`src/rtl/e3_ovh_bit_sel.sv`:
```
module e3_ovh_bit_sel #(
  parameter int          ADDR_W   = 8,
  parameter logic [ADDR_W-1:0] CFG_ADDR = 8'h30,
  parameter logic [ADDR_W-1:0] SVC_ADDR = 8'h35
) (
  input  logic              clk,
  input  logic              rst_n,
  input  logic [ADDR_W-1:0] reg_addr,
  input  logic [7:0]        reg_wdata,
  input  logic              reg_we,
  output logic [7:0]        reg_rdata,
  input  logic              frame_start,
  input  logic              rx_frame_end,
  input  logic              rx_bip_err,
  input  logic              ovh_a_in,
  input  logic              ovh_n_in,
  input  logic              pay_a_in,
  input  logic              pay_n_in,
  output logic              a_bit_out,
  output logic              n_bit_out,
  output logic              bip_ins_en,
  output logic              ais_en,
  output logic              los_en,
  output logic              fas_src_sel
);
  logic [7:0] cfg_q;
  logic [1:0] svc_q;
  logic       febe_q, a_q, n_q, a_nxt, n_nxt;

  wire cfg_hit  = (reg_addr == CFG_ADDR);
  wire svc_hit  = (reg_addr == SVC_ADDR);
  wire febe_now = rx_frame_end ? rx_bip_err : febe_q;

  always_ff @(posedge clk or negedge rst_n)
    if (!rst_n) begin
      cfg_q <= '0;
      svc_q <= '0;
    end else if (reg_we) begin
      if (cfg_hit) cfg_q <= reg_wdata;
      if (svc_hit) svc_q <= reg_wdata[1:0];
    end

  always_ff @(posedge clk or negedge rst_n)
    if (!rst_n)            febe_q <= 1'b0;
    else if (rx_frame_end) febe_q <= rx_bip_err;

  always_comb begin
    case (cfg_q[6:5])
      2'b00:   a_nxt = svc_q[1];
      2'b01:   a_nxt = ovh_a_in;
      2'b10:   a_nxt = pay_a_in;
      default: a_nxt = febe_now;
    endcase
    case (cfg_q[4:3])
      2'b01:   n_nxt = ovh_n_in;
      2'b10:   n_nxt = pay_n_in;
      default: n_nxt = svc_q[0];
    endcase
  end

  always_ff @(posedge clk or negedge rst_n)
    if (!rst_n) begin
      a_q <= 1'b0;
      n_q <= 1'b0;
    end else if (frame_start) begin
      a_q <= a_nxt;
      n_q <= n_nxt;
    end

  assign reg_rdata   = cfg_hit ? cfg_q : svc_hit ? {6'b0, svc_q} : 8'h00;
  assign a_bit_out   = a_q;
  assign n_bit_out   = n_q;
  assign bip_ins_en  = cfg_q[7];
  assign ais_en      = cfg_q[2];
  assign los_en      = cfg_q[1];
  assign fas_src_sel = cfg_q[0];
endmodule

```
`config.mk`:
```
export PLATFORM = sky130hd
export DESIGN_NAME = e3_ovh_bit_sel
export DESIGN_NICKNAME = d
export VERILOG_FILES = /design/src/rtl/e3_ovh_bit_sel.sv
export SDC_FILE = /design/constraint.sdc
export NUM_CORES = 1
export LEC_CHECK = 0
export BUFFER_PORTS_ARGS = -buffer_cell sky130_fd_sc_hd__buf_2
export CELL_PAD_IN_SITES_DETAIL_PLACEMENT = 0
export CELL_PAD_IN_SITES_GLOBAL_PLACEMENT = 1
export CORE_MARGIN = 4
export CORE_UTILIZATION = 29
export DETAILED_ROUTE_END_ITERATION = 6
export MAX_ROUTING_LAYER = met4
export PLACE_DENSITY = 0.73
export SLEW_MARGIN = 20
export SYNTH_ARGS = -nofsm -noshare
export SYNTH_HDL_FRONTEND = slang
export SYNTH_SLANG_ARGS = --single-unit
```
`constraint.sdc`:
```
create_clock -name clk -period 2.1 [get_ports clk]
set_input_delay 0.63 -clock clk [delete_from_list [all_inputs] [get_ports clk]]
set_output_delay 0.63 -clock clk [all_outputs]
set_load 0.02 [all_outputs]
```
After elaboration in Yosys (flattened, before gate mapping)

Index checks and enable logic that the tools add are counted.

Flip-flop bits (word level): 13
Latch bits: 0
RAM bits: 0
Memory bits (read-only): 0
Input bits: 26
Output and inout port bits: 14
Logic and storage cells: 19
Memories: 0

Add/subtract/negate cells: 0
$mul: 0
Divide/modulo/power cells: 0
$lt $le $gt $ge: 0
Equality and inequality tests: 6
Shift operators: 0
Multiplexer cells: 5
Bitwise gates (word level): 0
Reductions and logical operators: 3

Operator list:

| operator                                      | count |
|---|---|
| == test 8 x 6 -> 1 bit, second input constant | 2 |
| 2-to-1 mux 8 bit                              | 1 |
| == test 2 x 1 -> 1 bit, second input constant | 2 |
| == test 2 bit, second input constant          | 2 |
| AND reduction 2 bit                           | 2 |
| case mux 1 bit (3 select lines)               | 1 |
| zero test 2 bit                               | 1 |
| 2-to-1 mux 2 bit                              | 1 |
| case mux 1 bit (2 select lines)               | 1 |
| 2-to-1 mux 1 bit                              | 1 |

Longest topological paths before layout

Depth after elaboration: 3
Depth in mapped cells: 5
Mapped depth without buffers: 5

Worst setup path after synthesis

OpenSTA, ideal clock, no wires.

Path type: input to output
Start: in reg_addr[0]
End: out reg_rdata[3]
Data arrival time: 1645 ps
Path slack: -175 ps
Stages: 2
Path through: or4_4 nor3_1

Cells in the longest elaborated chain, start to end: 2

RTL lines:

| element                | RTL line | source |
|---|---|---|
| from (decl)            | 8        | `input logic [ADDR_W-1:0] reg_addr,` |
| == test 8 x 6 -> 1 bit | 30       | `wire cfg_hit = (reg_addr == CFG_ADDR);` |
| 2-to-1 mux 8 bit       | 70       | `assign reg_rdata = cfg_hit ? cfg_q : svc_hit ? {6'b0, svc_q} : 8'h00;` |
| to (decl)              | 11       | `output logic [7:0] reg_rdata,` |

Every way passes these cells.

Final worst setup path

Start: in reg_addr[2]
End: out reg_rdata[6]

The elaborated chain is that of the path after synthesis.

==> flow_metrics.env <==
export IMPL_layout_min_cycle_time_ps=2350
export IMPL_endpoint_kind="output port"
export IMPL_drt_wl_total_um=1870
export IMPL_worst_pin_slew_ps=312
export IMPL_cts_reportedPaths_clkPinSlew_ps=80
export IMPL_cp_num_buf_inv=3
export IMPL_dieArea_mm2=0.00335
export IMPL_combPwrFrac_pct=19.2
export IMPL_antenna_found_initial=0
export IMPL_whs_ps=236
export IMPL_fin_crit_sh_pct=112
export IMPL_synth_area_mux_share_pct=25.8
export IMPL_layout_setup_ws_ps=-251
export IMPL_clkPwrFrac_pct=29.2
export IMPL_grt_pass1_wl_um=3110
export IMPL_maxSlewHeadroom_pct=79.2
export IMPL_seq_power_share_pct=51.7
export IMPL_routedWlPerCell_um=13.6
export IMPL_synth_compound_area_share_pct=4.68
export IMPL_critPathSlowestCell="or4_4"
export IMPL_instances_no_fill=138
export IMPL_synthAdderAreaFrac_pct=3.47
export IMPL_setup_worst_path_start_class="input port"
export IMPL_utilization_pct=51.7
export IMPL_synth_top_area_share_pct=45.1
export IMPL_cp_required_ps=1470
export IMPL_drt_iter0_drc=10
export IMPL_crit_family="simple AND/OR/NAND/NOR gates"
export IMPL_grt_pass1_vias=706
export IMPL_synthSimpleGateAreaFrac_pct=17.3
export IMPL_most_common_layout_cells="buf_2 (28), dfrtp_1 (13), buf_6 (11)"
export IMPL_drt_pass1_iter_count=4
export IMPL_worstSetupPathType="in2out"
export IMPL_areaGrowthSynthToFinish_pct=64.6
export IMPL_final_common_cell="buf_2"
export IMPL_rsz0062_at_grt="true"
export IMPL_num_rows=17
export IMPL_cellPowerDensity_mw_per_mm2=447
export IMPL_synth_area_um2=722
export IMPL_violations="setup timing"
export IMPL_cpPeakStageDelay_ps=580
export IMPL_switchingPower_uw=138
export IMPL_ys_ff_latch=13
export IMPL_syn_inst=61
export IMPL_diodes=0
export IMPL_leakagePower_nw=0.623
export IMPL_max_freq_mhz=425
export IMPL_numCtsBuffers=3
export IMPL_hold_viol=0
export IMPL_setup_viol=8
export IMPL_slew_violations=0
export IMPL_cp_common_cell="buf_6"
export IMPL_die_x_um=57.9
export IMPL_coreArea_mm2=0.00230
export IMPL_vias=654
export IMPL_gp_congestion=0.661
export IMPL_status="complete, but fails checks"
export IMPL_postRouteAntennaNets=0
export IMPL_final_nets=139
export IMPL_ys_seq_area_share_pct=45.1
export IMPL_swShare_pct=25.9
export IMPL_clkLatencyLatePin_ps=270
export IMPL_cts_hold_buf=0
export IMPL_p_int_uw=393
export IMPL_placed_area_mm2=0.00106
export IMPL_pin_count=40
export IMPL_drc_errors=0
export IMPL_min_path_type="in2async"
export IMPL_drive_above_1_share_pct=67.3
export IMPL_synthXorXnorAreaFrac_pct=0
export IMPL_cp_arrival_ps=1720
export IMPL_start_util_pct=31.4
export IMPL_cts_tree="yes"
export IMPL_drt_vias_per_instance=4.74
export IMPL_io_buffers=39
export IMPL_worstPathCellList="buf_6 -> or4_4 -> buf_12 -> nor3_4 -> buf_6"
export IMPL_critPathMaxFanout=3
export IMPL_dpl_hpwl_um=1500
export IMPL_dp_cells=133
export IMPL_yosysUniqueCellTypes=21
export IMPL_htree_levels=1
export IMPL_ir_drop_mv=0.329
export IMPL_synth_top_family_by_area="multiplexers"
export IMPL_yosys_warnings=0
export IMPL_yosys_top_cells_area="dfrtp_1 (45%), mux2_4 (17%), mux2_2 (7.8%)"
export IMPL_clock_sinks=13
export IMPL_root_buffer="clkbuf_4"
export IMPL_syn_nets=89
export IMPL_fin_skew_ps=0.695
export IMPL_synth_area_leader_cell="dfrtp_1"
export IMPL_cts_max_path_buffers=2
export IMPL_grt_overflow=0
export IMPL_finalInstanceArea_mm2=0.00119
export IMPL_grt_usage_pct=12.2
export IMPL_syn_mean_instance_area_um2=11.8
export IMPL_chipHeight_um=57.9
export IMPL_maxCapViolations=0
export IMPL_grt_max_degree=14
-- flip-flops by register name, indices dropped and copies added, names as in the netlist --
signal / cells
febe_q: 1
cfg_q: 8
svc_q: 2
a_bit_out: 1
n_bit_out: 1
-- power by group through the flow --
stage | sequential (mW) | combinational [mW] | clock [mW]
after floorplan | 0.286 | 0.0353 | 0
after detailed placement | 0.279 | 0.0949 | 0
after global placement | 0.279 | 0.0928 | 0
after CTS | 0.274 | 0.102 | 0.163
after global routing | 0.276 | 0.112 | 0.175
final | 0.274 | 0.102 | 0.155
-- synthesized netlist by cell type --
library cell,count
mux2_2,5
nand2_1,4
or4_4,1
nand4bb_2,1
a31oi_1,1
buf_6,1
inv_1,4
nand3_1,3
o21ai_0,2
mux2_4,8
or4_1,1
and2_1,3
nor2_1,2
a22oi_1,1
or3_1,2
nor3_1,3
mux2i_1,1
a21oi_1,2
dfrtp_1,13
ha_1,2
nor2b_1,1
-- cells by family (layout without fill, tap and decap cells) --
group / Yosys count / after routing
flip-flops: 13 / 13
AND/OR/NAND/NOR: 21 / 21
multiplexers: 14 / 14
AO/OA/AOI/OAI: 6 / 6
buffers and inverters: 5 / 54
adder cells (fa/ha/maj): 2 / 2
-- final timing paths --
check	startpoint	endpoint	slack, ps	cells past startpoint
setup / recovery	reg_addr[2]	reg_rdata[6]	-250	5
hold / removal	rst_n	cfg_q[0]	240	1
setup reg to reg	cfg_q[3]	n_bit_out	780	5
hold reg to reg	febe_q	febe_q	500	1
max in group asynchronous	rst_n	cfg_q[7]	1630	1
min in group clk	febe_q	febe_q	500	1
-- metrics by stage --
| step | total power [mW] | worst slack (ps) | TNS, ps |
|---|---|---|---|
| 2_1_floorplan | 0.321 | -35.4 | -243 |
| 3_3_place_gp | 0.372 | -299 | -3190 |
| 3_5_place_dp | 0.374 | -317 | -3400 |
| 4_1_cts | 0.539 | -256 | -1780 |
| 5_1_grt | 0.563 | -289 | -1930 |
| 6_report | 0.531 | -251 | -1630 |
-- cell type report --
cell class | count | area (um2)
multi-input combinational | 43 | 458
sequential | 13 | 325
timing repair buffer | 46 | 329
tap | 28 | 35.0
fill | 220 | 1110
clock buffer | 4 | 26.3
inverter | 4 | 15.0
-- layer usage --
metal / share of wire, % / track usage [%]
met1: 41 / 14.0
met2: 50 / 21.3
met3: 8.7 / 4.45
met4: 0 / 0.993
met5: 0 / -
-- worst register-to-register path: stages (launching register included) --
cell	delay, ps
dfrtp_1	390
inv_1	100
ha_1	200
a22oi_1	150
o21ai_0	100
mux2_2	270
-- what timing repair did --
| item | in CTS | in global routing |
|---|---|---|
| pin swaps | 6 | 3 |
| setup buffers | 0 | 1 |
| gates resized for setup | 23 | 0 |
| setup endpoints to repair | 8 | 8 |
(Power assumes the default switching activity.)
